[src/rtl/ts_idle_pkg.sv]
package ts_idle_pkg;

    localparam int DEF_SLOTS  = 32;
    localparam int DEF_BYTE_W = 8;

    // Per-slot decision carried from the selector to the output stage
    typedef enum logic [1:0] {
        CLS_PASS  = 2'd0,   // mask bit clear
        CLS_FILL  = 2'd1,   // replaced by idle code
        CLS_GUARD = 2'd2    // slot 0 selected but protected
    } slot_cls_e;

    function automatic logic cls_replaces(slot_cls_e c);
        return (c == CLS_FILL);
    endfunction

endpackage

[src/rtl/ts_slot_tracker.sv]
module ts_slot_tracker #(
    parameter int SLOTS = ts_idle_pkg::DEF_SLOTS,
    localparam int SLOT_W = $clog2(SLOTS)
) (
    input  logic              clk,
    input  logic              rst,
    input  logic              beat,
    input  logic              sof,
    output logic [SLOT_W-1:0] cur_slot
);
    localparam logic [SLOT_W-1:0] LAST = SLOT_W'(SLOTS - 1);
    localparam logic [SLOT_W-1:0] ONE  = SLOT_W'(1);

    logic [SLOT_W-1:0] cnt_q;
    logic [SLOT_W-1:0] cnt_after;

    // frame start forces slot 0 for the current byte
    assign cur_slot = sof ? '0 : cnt_q;

    always_comb begin
        if (cur_slot == LAST) cnt_after = '0;
        else                  cnt_after = cur_slot + ONE;
    end

    always_ff @(posedge clk) begin
        if (rst)       cnt_q <= '0;
        else if (beat) cnt_q <= cnt_after;
    end
endmodule

[src/rtl/ts_cfg_shadow.sv]
module ts_cfg_shadow #(
    parameter int SLOTS  = ts_idle_pkg::DEF_SLOTS,
    parameter int BYTE_W = ts_idle_pkg::DEF_BYTE_W
) (
    input  logic              clk,
    input  logic              rst,
    input  logic              load,
    input  logic [SLOTS-1:0]  live_mask,
    input  logic [BYTE_W-1:0] live_idle,
    input  logic              live_xp,
    output logic [SLOTS-1:0]  eff_mask,
    output logic [BYTE_W-1:0] eff_idle,
    output logic              eff_xp
);
    logic [SLOTS-1:0]  mask_q;
    logic [BYTE_W-1:0] idle_q;
    logic              xp_q;

    always_ff @(posedge clk) begin
        if (rst) begin
            mask_q <= '0;
            idle_q <= '0;
            xp_q   <= 1'b0;
        end else if (load) begin
            mask_q <= live_mask;
            idle_q <= live_idle;
            xp_q   <= live_xp;
        end
    end

    // the frame-start byte itself already obeys the new settings
    assign eff_mask = load ? live_mask : mask_q;
    assign eff_idle = load ? live_idle : idle_q;
    assign eff_xp   = load ? live_xp   : xp_q;
endmodule

[src/rtl/ts_slot_selector.sv]
module ts_slot_selector
    import ts_idle_pkg::*;
#(
    parameter int SLOTS = ts_idle_pkg::DEF_SLOTS,
    localparam int SLOT_W = $clog2(SLOTS)
) (
    input  logic [SLOTS-1:0]  mask,
    input  logic              xparent,
    input  logic [SLOT_W-1:0] slot,
    output slot_cls_e         cls
);
    logic [SLOTS-1:0] fill_vec;
    logic [SLOTS-1:0] guard_vec;

    for (genvar i = 0; i < SLOTS; i++) begin : g_slot
        if (i == 0) begin : g_head
            assign fill_vec[i]  = mask[i] &  xparent;
            assign guard_vec[i] = mask[i] & ~xparent;
        end else begin : g_body
            assign fill_vec[i]  = mask[i];
            assign guard_vec[i] = 1'b0;
        end
    end

    always_comb begin
        if (fill_vec[slot])       cls = CLS_FILL;
        else if (guard_vec[slot]) cls = CLS_GUARD;
        else                      cls = CLS_PASS;
    end
endmodule

[src/rtl/ts_byte_out.sv]
module ts_byte_out
    import ts_idle_pkg::*;
#(
    parameter int BYTE_W = ts_idle_pkg::DEF_BYTE_W
) (
    input  logic              clk,
    input  logic              rst,
    input  logic              beat,
    input  logic              sof,
    input  logic [BYTE_W-1:0] data,
    input  logic [BYTE_W-1:0] idle,
    input  slot_cls_e         cls,
    output logic              o_valid,
    output logic              o_sof,
    output logic [BYTE_W-1:0] o_data
);
    always_ff @(posedge clk) begin
        if (rst) begin
            o_valid <= 1'b0;
            o_sof   <= 1'b0;
            o_data  <= '0;
        end else begin
            o_valid <= beat;
            o_sof   <= beat & sof;
            if (beat) o_data <= cls_replaces(cls) ? idle : data;
        end
    end
endmodule

[src/rtl/ts_idle_inserter.sv]
module ts_idle_inserter
    import ts_idle_pkg::*;
#(
    parameter int SLOTS  = ts_idle_pkg::DEF_SLOTS,
    parameter int BYTE_W = ts_idle_pkg::DEF_BYTE_W,
    localparam int SLOT_W = $clog2(SLOTS)
) (
    input  logic              clk,
    input  logic              rst,
    input  logic              in_valid,
    input  logic              in_sof,
    input  logic [BYTE_W-1:0] in_data,
    input  logic [SLOTS-1:0]  sel_mask,
    input  logic [BYTE_W-1:0] idle_code,
    input  logic              xparent_en,
    output logic              out_valid,
    output logic              out_sof,
    output logic [BYTE_W-1:0] out_data
);
    logic              frame_load;
    logic [SLOT_W-1:0] slot_now;
    logic [SLOTS-1:0]  mask_eff;
    logic [BYTE_W-1:0] idle_eff;
    logic              xp_eff;
    slot_cls_e         cls_now;

    assign frame_load = in_valid & in_sof;

    ts_slot_tracker #(.SLOTS(SLOTS)) u_trk (
        .clk(clk), .rst(rst), .beat(in_valid), .sof(in_sof), .cur_slot(slot_now)
    );

    ts_cfg_shadow #(.SLOTS(SLOTS), .BYTE_W(BYTE_W)) u_cfg (
        .clk(clk), .rst(rst), .load(frame_load),
        .live_mask(sel_mask), .live_idle(idle_code), .live_xp(xparent_en),
        .eff_mask(mask_eff), .eff_idle(idle_eff), .eff_xp(xp_eff)
    );

    ts_slot_selector #(.SLOTS(SLOTS)) u_sel (
        .mask(mask_eff), .xparent(xp_eff), .slot(slot_now), .cls(cls_now)
    );

    ts_byte_out #(.BYTE_W(BYTE_W)) u_out (
        .clk(clk), .rst(rst), .beat(in_valid), .sof(in_sof), .data(in_data),
        .idle(idle_eff), .cls(cls_now),
        .o_valid(out_valid), .o_sof(out_sof), .o_data(out_data)
    );
endmodule

[config.mk]
export PLATFORM = sky130hd
export DESIGN_NAME = ts_idle_inserter
export DESIGN_NICKNAME = d
export VERILOG_FILES = /design/src/rtl/ts_idle_pkg.sv /design/src/rtl/ts_slot_tracker.sv /design/src/rtl/ts_cfg_shadow.sv /design/src/rtl/ts_slot_selector.sv /design/src/rtl/ts_byte_out.sv /design/src/rtl/ts_idle_inserter.sv
export SDC_FILE = /design/constraint.sdc
export NUM_CORES = 1
export LEC_CHECK = 0
export BUFFER_PORTS_ARGS = -buffer_cell sky130_fd_sc_hd__buf_2
export CAP_MARGIN = 20
export CORE_MARGIN = 1.5
export CORE_UTILIZATION = 55
export CTS_BUF_LIST = sky130_fd_sc_hd__clkbuf_8
export DETAILED_ROUTE_END_ITERATION = 10
export GPL_TIMING_DRIVEN = 0
export HOLD_SLACK_MARGIN = 0.15
export PLACE_DENSITY = 0.86
export SETUP_SLACK_MARGIN = 0.15
export SYNTH_ARGS = -nofsm -noshare
export SYNTH_HDL_FRONTEND = slang
export SYNTH_SLANG_ARGS = --single-unit
[constraint.sdc]
create_clock -name clk -period 6.6 [get_ports clk]
set_input_delay 1.32 -clock clk [delete_from_list [all_inputs] [get_ports clk]]
set_output_delay 1.32 -clock clk [all_outputs]
set_load 0.005 [all_outputs]
==> metrics.csv, run 1 <==
metric,value,unit
outcome,completed,
crit path DAT,3660,ps
fin nets,431,
Final setup violation count,0,
Post-synth EDFFs,0,
Max Used Layer,met4,
simple-gate portion of the synthesized area,22.64,%
fmax,0.2894,GHz
Seq pwr share,53.7,%
worst hold path class,reg2reg,
postcts setup bufs,0,
Met3 Routed Length,406,um
post-synthesis register bit count,56,
Starting Density,56.74,%
mux contribution to synthesized area,10.61,%
Post-CTS Hold Fix Bufs,0,
Final ANT Viol Nets,0,
largest family of logic cells by synthesized area,simple AND/OR/NAND/NOR gates,
worst-path maximum fanout,10,
PwrDens,228.3,nW/um2
Sink Count,56,
maximum vdd ir drop,0.1253,mV
post-cts sizing count,0,
CP Capture Type,register,
adder-cell area share of the yosys netlist,1.020,%
cts bufs inserted,5,
# H-tree levels,2,
"Primary FF master, synth",dfxtp_1,
Leak Pwr,1.288,nW
sw frac,24.87,%
"Worst Setup Slack, final",3145,ps
post-synthesis async set-or-reset flop share,0,%
Place WS,2908,ps
Die Area,4871,um2
Vias,2307,
worst skew pair latency,320,ps
GP Congestion,0.8658,
global-route wire length before repair,9563,um
Logic pwr share,12.7,%
Final min period,3455,ps
met1 wire length,2538,um
WP data required,6810,ps
Clock Skews,6.968,ps
Register Area,1121,um2
initial antenna violation count,0,
Switch Pwr,167.0,uW
drc violations,0,
Post-Syn Instances,307,
compound-gate portion of the synthesized area,16.01,%
CORE AREA,4324,um2
CTS tree,done,
DP HPWL,4096,um
Top Ports,63,
relative slew slack,56.63,%
vias per std cell,5.378,
root buffer cell,clkbuf_8,
DR iter-0 viols,191,
Slew @ Worst Pin,650.5,ps
Total Wirelength,5696,um
Int Pwr,504.3,uW
die width,69.79,um
max_cap viols,0,
fin crit share,52.35,%
diodes inserted,0,
"Distinct cells, synth",36,
"Area growth, synth to finish",19.84,%
vias in the first global route,2173,
Post-Syn Area per Cell,7.992,um2
clock share of power,33.6,%
filler instances,360,
Mapped Area,2454,um2
Startpoint Class,primary input,
wire length on met2,2654,um
DP Cell Count,421,
Non-Filler Instances,429,
CTS Buffer Depth,2,
FP Rows,24,
WS Path Type,in2reg,
area of the multi-input gates,1234,um2
I/O Buffers,62,
synth warn,0,
Final TNS setup,0,ps
internal reg-to-reg setup slack,3810,ps
Synth Area in XOR/XNOR,0,%
post-synthesis sequential area ratio,45.69,%
drt first pass iters,5,
RSZ-0062 raised after global routing,false,
Util after Layout,68.00,%
grt ovf,0,
WL per Instance,13.28,um
syn_nets,362,
largest net degree at the start of global routing,18,
GR Util All Layers,24.57,%
final hold vios,0,
clk slew on worst S/H paths,100,ps
share of layout cells above drive strength 1,20.69,%
Final Max Slew Viols,0,
DIE HEIGHT,69.79,um
-- worst max-delay path, cell delays in order --
cell and delay [ps]:
buf_2 100, clkbuf_1 410, mux2i_1 310, a21oi_1 90, a2111oi_0 530, a211oi_1 150, a31oi_4 420, mux2i_1 250
o21ai_1 70
-- stage by stage --
stage / power [mW] / cell area, um2 / hold slack (ps)
floorplan: 0.4186 / 2454 / 431.9
global placement: 0.4501 / 2829 / 431.4
detailed placement: 0.4522 / 2829 / 437.9
CTS: 0.6739 / 2940 / 452.4
global route: 0.6977 / 2940 / 467.7
finish: 0.6712 / 2940 / 447.0
-- registers in the layout (all words and copies together) (netlist names) --
signal         cells
u_cfg.mask_q      32
u_out.o_sof        1
u_cfg.xp_q         1
u_out.o_data       8
u_out.o_valid      1
u_cfg.idle_q       8
u_trk.cnt_q        5
-- layout by cell type (no fill, tap or decap), types with 3 or more instances in the layout --
cell	synthesis	layout
buf_2	1	63
dfxtp_1	56	56
nor3_1	4	4
buf_1	6	6
nor2b_1	3	3
a21oi_1	46	46
nand2b_1	6	6
o21ai_1	8	8
nand3_1	4	4
mux2i_1	20	20
inv_1	4	4
nor2_1	10	10
clkbuf_8	0	5
nand2_1	102	102
clkbuf_1	12	12
-- routing by layer --
metal,up-vias,track usage (%)
met5,-,0
met4,0,9.188
met3,14,5.959
met2,90,39.47
met1,1039,32.15
li1,1164,-
-- final timing paths --
path	cells past startpoint	end	startpoint
max	9	u_out.o_data[6]	in_valid
min	2	u_out.o_data[3]	u_out.o_data[3]
max reg2reg	8	u_out.o_data[6]	u_trk.cnt_q[2]
min reg2reg	2	u_out.o_data[3]	u_out.o_data[3]
-- cell families after synthesis --
family                   count (synthesis)
buffers and inverters                   24
AND/OR/NAND/NOR                        134
AO/OA/AOI/OAI                           68
flip-flops                              56
adder cells (fa/ha/maj)                  2
multiplexers                            23
-- cell usage after synthesis (all sizes together), types with 2 or more instances --
cell type	count	area (um2)
nand2b	6	37.54
nand3	4	20.02
ha	2	25.02
mux4	2	45.04
inv	4	15.01
nor3	4	20.02
mux2i	20	200.2
clkbuf	12	45.04
buf	8	38.78
o21ai	10	50.05
dfxtp	56	1121
a31oi	2	27.53
nand2	102	382.9
a21oi	46	230.2
nor2	10	37.54
nor2b	3	18.77
-- cell type report --
class	instances	share of cell area [%]
timing repair buffer	62	10.55
buffer	20	2.851
sequential	56	38.13
inverter	4	0.5106
clock buffer	5	2.340
multi-input combinational	227	41.96
clock inverter	3	1.447
tap	52	2.213
-- power by group through the flow --
stage          Combinational (mW)  Sequential, mW  Clock (mW)
2_1_floorplan              0.0514           0.367           0
3_3_place_gp               0.0826           0.367           0
3_5_place_dp               0.0841           0.368           0
4_1_cts                    0.0848           0.360       0.229
5_1_grt                    0.0954           0.362       0.240
6_report                   0.0849           0.360       0.226
Note: power is estimated with default switching activity, not from simulation.
==> inputs of run 2 (changes only) <==
Settings changed: ABC_AREA set to 1, PLACE_DENSITY 0.86 to 0.85.
Clock period 6.6 ns to 3.5 ns, I/O delays scaled along.
==> run 2 against run 1 <==
Compared with the run above:
- largest power group unchanged
- hold slack gained 18 ps
- largest cell class unchanged
- highest routed layer unchanged
- cell area is 12% higher
- first-iteration DRC count rose by 9.9%
==> metrics.csv, run 2 <==
metric,value,unit,change
Post-synth top cells,"nand2_1, nand3_1, inv_1",,
Seq pwr share,51.9,%,-1.8 points
"Area growth, synth to finish",17.24,%,
"commonest non-fill, non-tap cell in the layout",nand2_1,,
# H-tree levels,2,,unchanged
fin crit share,64.10,%,
syn_nets,472,,+30%
CTS tree,done,,
initial antenna violation count,0,,unchanged
CTS Buffer Depth,2,,unchanged
CORE AREA,4817,um2,+11%
Final min period,2243,ps,
maximum vdd ir drop,0.2729,mV,+120%
relative slew slack,60.70,%,+4.1 points
WL per Instance,12.01,um,-9.5%
Slew @ Worst Pin,589.4,ps,-61.09 ps
worst hold path class,reg2reg,,
Int Pwr,973.1,uW,+93%
Post-Syn Area per Cell,6.718,um2,-16%
internal reg-to-reg setup slack,1320,ps,-2490 ps
Switch Pwr,347.6,uW,+110%
CP Capture Type,register,,
post-synthesis async set-or-reset flop share,0,%,unchanged
cts bufs inserted,5,,unchanged
global-route wire length before repair,10790,um,+13%
GP Congestion,0.8588,,-0.81%
wire length on met2,3154,um,+19%
Sink Count,56,,unchanged
share of layout cells above drive strength 1,18.84,%,-1.8 points
Post-CTS Hold Fix Bufs,0,,unchanged
Post-Syn Instances,417,,+36%
GR Util All Layers,25.28,%,+0.71 points
Final setup violation count,0,,unchanged
Non-Filler Instances,550,,+28%
drc violations,0,,unchanged
die width,74.37,um,+6.6%
max_cap viols,0,,unchanged
synth warn,0,,unchanged
Mapped Area,2801,um2,+14%
DP HPWL,4810,um,+17%
DR iter-0 viols,210,,+9.9%
cells on worst reg2reg path,12,,+4
Total Wirelength,6608,um,+16%
worst skew pair latency,310,ps,about the same
Logic pwr share,17.5,%,+4.8 points
filler instances,440,,+22%
outcome,completed,,
vias in the first global route,2523,,+16%
Top reg by flops,u_cfg.mask_q,,
final hold vios,0,,unchanged
Final ANT Viol Nets,0,,unchanged
root buffer cell,clkbuf_8,,
crit path DAT,2430,ps,-1230 ps
"commonest non-fill, non-tap cells in the layout","nand2_1, nand3_1, buf_2, inv_1, dfxtp_1",,
postcts setup bufs,0,,unchanged
clk slew on worst S/H paths,90,ps,about the same
grt ovf,0,,unchanged
sw frac,26.32,%,+1.4 points
FP Rows,25,,+4.2%
"Primary FF master, synth",dfxtp_1,,
Starting Density,58.16,%,+1.4 points
"count leader, synth",nand2_1,,
Total Power,1.321,mW,+97%
post-route cell area,3284,um2,+12%
WP data required,3690,ps,-3120 ps
fmax,0.4458,GHz,
fin nets,539,,+25%
Final Max Slew Viols,0,,unchanged
hold path cells,2,,unchanged
largest net degree at the start of global routing,16,,-2
Leak Pwr,1.720,nW,+34%
Top Ports,63,,unchanged
Largest regs,"u_cfg.mask_q x32, u_cfg.idle_q x8, u_out.o_data x8",,
Max Used Layer,met4,,
Post-synth EDFFs,0,,unchanged
area of the multi-input gates,1316,um2,+6.7%
max FFs per register,32,,unchanged
worst-path maximum fanout,10,,unchanged
post-synthesis sequential area ratio,40.02,%,-5.7 points
post-cts sizing count,0,,unchanged
Clock Skews,9.385,ps,+2.418 ps
"Distinct cells, synth",26,,-28%
vias per std cell,5.000,,-7.0%
Final TNS setup,0,ps,unchanged
Startpoint Class,primary input,,
DP Cell Count,544,,+29%
Vias,2750,,+19%
clock share of power,30.6,%,-3.0 points
DIE HEIGHT,74.37,um,+6.6%
Register Area,1121,um2,unchanged
Synth area leader,dfxtp_1,,
WS Path Type,in2reg,,
diodes inserted,0,,unchanged
drt first pass iters,4,,-1
met1 wire length,2886,um,+14%
Met3 Routed Length,470,um,+16%
post-synthesis register bit count,56,,unchanged
RSZ-0062 raised after global routing,false,,
Die Area,5531,um2,+14%
area share of the largest cell type after synthesis,40.02,%,-5.7 points
PwrDens,402.1,nW/um2,+76%
I/O Buffers,60,,-3.2%
dpl cell area,3186,um2,+13%
Synth area leaders,"dfxtp_1, nand2_1, nand3_1, inv_1, nor2_1",,
[run 2: cell types whose count changed in the layout (fill, tap and decap cells not counted), sizes merged, moves of 9 or more]
cell,previous run,this run
nand2,102,111
nand3,4,83
mux2i,20,8
nor2,10,42
a21oi,46,22
inv,4,65
[run 2: metrics by stage]
step                      utilization [%]  setup WS [ps]  hold slack (ps)
after floorplan                         -           1387            441.0
after global placement              66.13           1013            447.8
after CTS                           68.18           1276            465.9
final                               68.18           1257            464.7
after global routing                68.18           1151            492.0
after detailed placement            66.13          964.9            451.8
[run 2: logic make-up (layout without fill, tap and decap cells)]
family,count (synthesis),count (layout),synth area share [%]
AO/OA/AOI/OAI,27,27,5.002
adder cells (fa/ha/maj),2,2,0.8931
buffers and inverters,84,150,13.00
flip-flops,56,56,40.02
multiplexers,8,8,2.859
AND/OR/NAND/NOR,240,240,38.23
[run 2: cell type report]
| class | instances | share of cell area [%] |
|---|---|---|
| multi-input cells | 277 | 40.08 |
| clock inverters | 1 | 0.9143 |
| plain buffers | 19 | 3.657 |
| well taps | 67 | 2.552 |
| clock buffers | 5 | 2.095 |
| flip-flops and latches | 56 | 34.13 |
| repair buffers | 60 | 9.143 |
| inverters | 65 | 7.429 |
[run 2: worst max-delay path, stage by stage]
cell and delay, ps:
buf_6 120, nor2_2 340, buf_2 330, nand3_1 130, nand3_1 110, nand3_1 70, nand3_1 130, nand3_4 150
nand2_4 130, nand2_1 60, nand3_1 90, a21oi_1 70
[run 2: routing by layer]
metal / GRT usage, % / vias up
met3: 4.201 / 9
met1: 31.68 / 1216
li1: - / 1431
met2: 43.45 / 94
met5: 0 / -
met4: 9.899 / 0
[run 2: power by group through the flow]
stage               logic, mW  registers, mW  clock network, mW
floorplan               0.155          0.699                  0
CTS                     0.231          0.685              0.409
detailed placement      0.228          0.700                  0
finish                  0.231          0.685              0.405
global route            0.263          0.689              0.429
global placement        0.222          0.699                  0
[run 2: path summary, 6_finish.rpt]
| kind | from | to |
|---|---|---|
| worst max-delay path | in_sof | u_out.o_data[3] |
| worst min-delay path | u_trk.cnt_q[4] | u_trk.cnt_q[4] |
| worst max register to register | u_trk.cnt_q[0] | u_out.o_data[3] |
| worst min register to register | u_trk.cnt_q[4] | u_trk.cnt_q[4] |
==> inputs of run 3 (changes only) <==
Settings changed: ABC_AREA 1 to 0, CORE_UTILIZATION 55 to 54.
Clock period 3.5 ns to 2.3 ns, I/O delays scaled along.
==> run 3 against run 2 <==
Compared with the run above:
- clock skew grew 2.0 ps
- cell area shrank 7.7%
- power grew 48%
- clock power grew 60%
- via count shrank 15%
- the flow now finishes with violations (negative setup slack)
- sequential cell count is the same
- critical path type unchanged
==> metrics.csv, run 3 (synthesized netlist as in run 1, its figures left out) <==
metric,value,unit,change
global-route wire length before repair,10210,um,-5.4%
CTS tree,done,,
dpl cell area,2829,um2,-11%
Slew @ Worst Pin,535.0,ps,-54.47 ps
DP Cell Count,421,,-23%
DIE HEIGHT,70.41,um,-5.3%
hold_ws,368.1,ps,-96.65 ps
drc violations,0,,unchanged
Starting Density,56.35,%,-1.8 points
relative slew slack,64.20,%,+3.5 points
RSZ-0062 raised after global routing,true,,
diodes inserted,0,,unchanged
fin nets,434,,-19%
"Worst Setup Slack, final",-14.43,ps,-1271 ps
Clock Skews,11.39,ps,+2.009 ps
fmax,0.4321,GHz,
outcome,finished with violations,,
CORE AREA,4354,um2,-9.6%
worst hold path class,in2reg,,
Total Wirelength,6184,um,-6.4%
Top reg by flops,u_cfg.mask_q,,
# H-tree levels,2,,unchanged
"Largest stage delay, worst path",480,ps,+140 ps
largest net degree at the start of global routing,19,,+3
Startpoint Class,primary input,,
cells on worst reg2reg path,8,,-4
clock share of power,33.3,%,+2.7 points
DR iter-0 viols,113,,-46%
Int Pwr,1.465,mW,+51%
filler instances,365,,-17%
Logic pwr share,13.6,%,-3.9 points
cts bufs inserted,5,,unchanged
Top Ports,63,,unchanged
Vias,2333,,-15%
final hold vios,0,,unchanged
I/O Buffers,62,,+3.3%
"commonest non-fill, non-tap cell in the layout",nand2_1,,
WS Path Type,in2reg,,
GP Congestion,0.9321,,+8.5%
CTS Buffer Depth,2,,unchanged
share of layout cells above drive strength 1,23.42,%,+4.6 points
Final Max Slew Viols,0,,unchanged
failing checks,negative setup slack,,
Worst path most repeated cell,buf_6,,
Die Area,4957,um2,-10%
clk slew on worst S/H paths,100,ps,about the same
Non-Filler Instances,432,,-21%
worst-path maximum fanout,8,,-2
Final min period,2314,ps,
sw frac,24.83,%,-1.5 points
Sink Count,56,,unchanged
Final setup violation count,1,,+1
vias per std cell,5.400,,+8.0%
post-route cell area,3032,um2,-7.7%
Leak Pwr,1.341,nW,-22%
Place WS,-487.0,ps,-1452 ps
crit path DAT,2510,ps,+80 ps
CP bufs+invs,3,,+1
WP data required,2490,ps,-1200 ps
"critical path, cell by cell",buf_6 > and2_4 > buf_6 > mux2_4 > mux4_2 > a211o_1 > a31oi_4 > buf_12 > mux2i_1 > o21ai_1,,
fin crit share,100.6,%,
hold path cells,3,,+1
root buffer cell,clkbuf_8,,
Util after Layout,69.63,%,+1.4 points
Switch Pwr,483.9,uW,+39%
worst skew pair latency,320,ps,about the same
Critical Path Stages,10,,-2
Final ANT Viol Nets,0,,unchanged
slowest CP cell,mux4_2,,
max FFs per register,32,,unchanged
"commonest non-fill, non-tap cells in the layout","nand2_1, buf_2, dfxtp_1, a21oi_1, mux2i_1",,
GR Util All Layers,25.92,%,+0.63 points
WL per Instance,14.31,um,+19%
drt first pass iters,4,,unchanged
FP Rows,24,,-4.0%
Total Power,1.949,mW,+48%
max_cap viols,0,,unchanged
grt ovf,0,,unchanged
Largest regs,"u_cfg.mask_q x32, u_cfg.idle_q x8, u_out.o_data x8",,
Final TNS setup,-14.43,ps,-14.43 ps
PwrDens,642.7,nW/um2,+60%
initial antenna violation count,0,,unchanged
"delay-heaviest family, CP",multiplexers,,
vias in the first global route,2234,,-11%
DP HPWL,4182,um,-13%
CP Capture Type,register,,
maximum vdd ir drop,0.3356,mV,+23%
"Area growth, synth to finish",23.56,%,
die width,70.41,um,-5.3%
Seq pwr share,53.1,%,+1.2 points
==> run 3: per-layer routing <==
layer	vias to the layer above	wire, um	global-route usage [%]
met3	12	466	6.061
met1	1049	2583	31.63
met4	0	80	9.615
met2	94	3053	44.23
met5	-	0	0
li1	1178	-	-
==> run 3: what timing repair did <==
action | CTS | global route
hold buffers | 0 | 0
buffers inserted | 3 | 0
gates resized for setup | 8 | 7
pin swaps | 1 | 0
setup endpoints to repair | 8 | 36
==> run 3: path summary, 6_finish.rpt <==
path                     from               end  slack (ps)
max                    in_sof   u_out.o_data[7]         -10
min              sel_mask[22]  u_cfg.mask_q[22]         370
min reg2reg   u_out.o_data[0]   u_out.o_data[0]         440
max reg2reg  u_cfg.mask_q[16]   u_out.o_data[7]          20
==> run 3: worst min-delay path, cell delays in order <==
cell     delay [ps]
buf_2            90
nand2_1          40
a21oi_1          50
==> run 3: layout make-up <==
class | instances | area [um2] | share of cell area [%]
Timing Repair Buffer | 65 | 357.8 | 11.80
Inverter | 4 | 15.01 | 0.4953
Clock buffer | 5 | 68.82 | 2.270
Tap cell | 52 | 65.06 | 2.146
Clock inverter | 3 | 47.55 | 1.568
Multi-Input combinational cell | 227 | 1265 | 41.72
Buffer | 20 | 91.34 | 3.013
Sequential cell | 56 | 1121 | 36.98
==> run 3: power by group through the flow <==
stage | clock [mW] | sequential (mW) | combinational, mW
floorplan | 0 | 1.05 | 0.147
global placement | 0 | 1.05 | 0.236
detailed placement | 0 | 1.06 | 0.242
CTS | 0.655 | 1.03 | 0.258
global route | 0.708 | 1.04 | 0.290
finish | 0.649 | 1.04 | 0.265
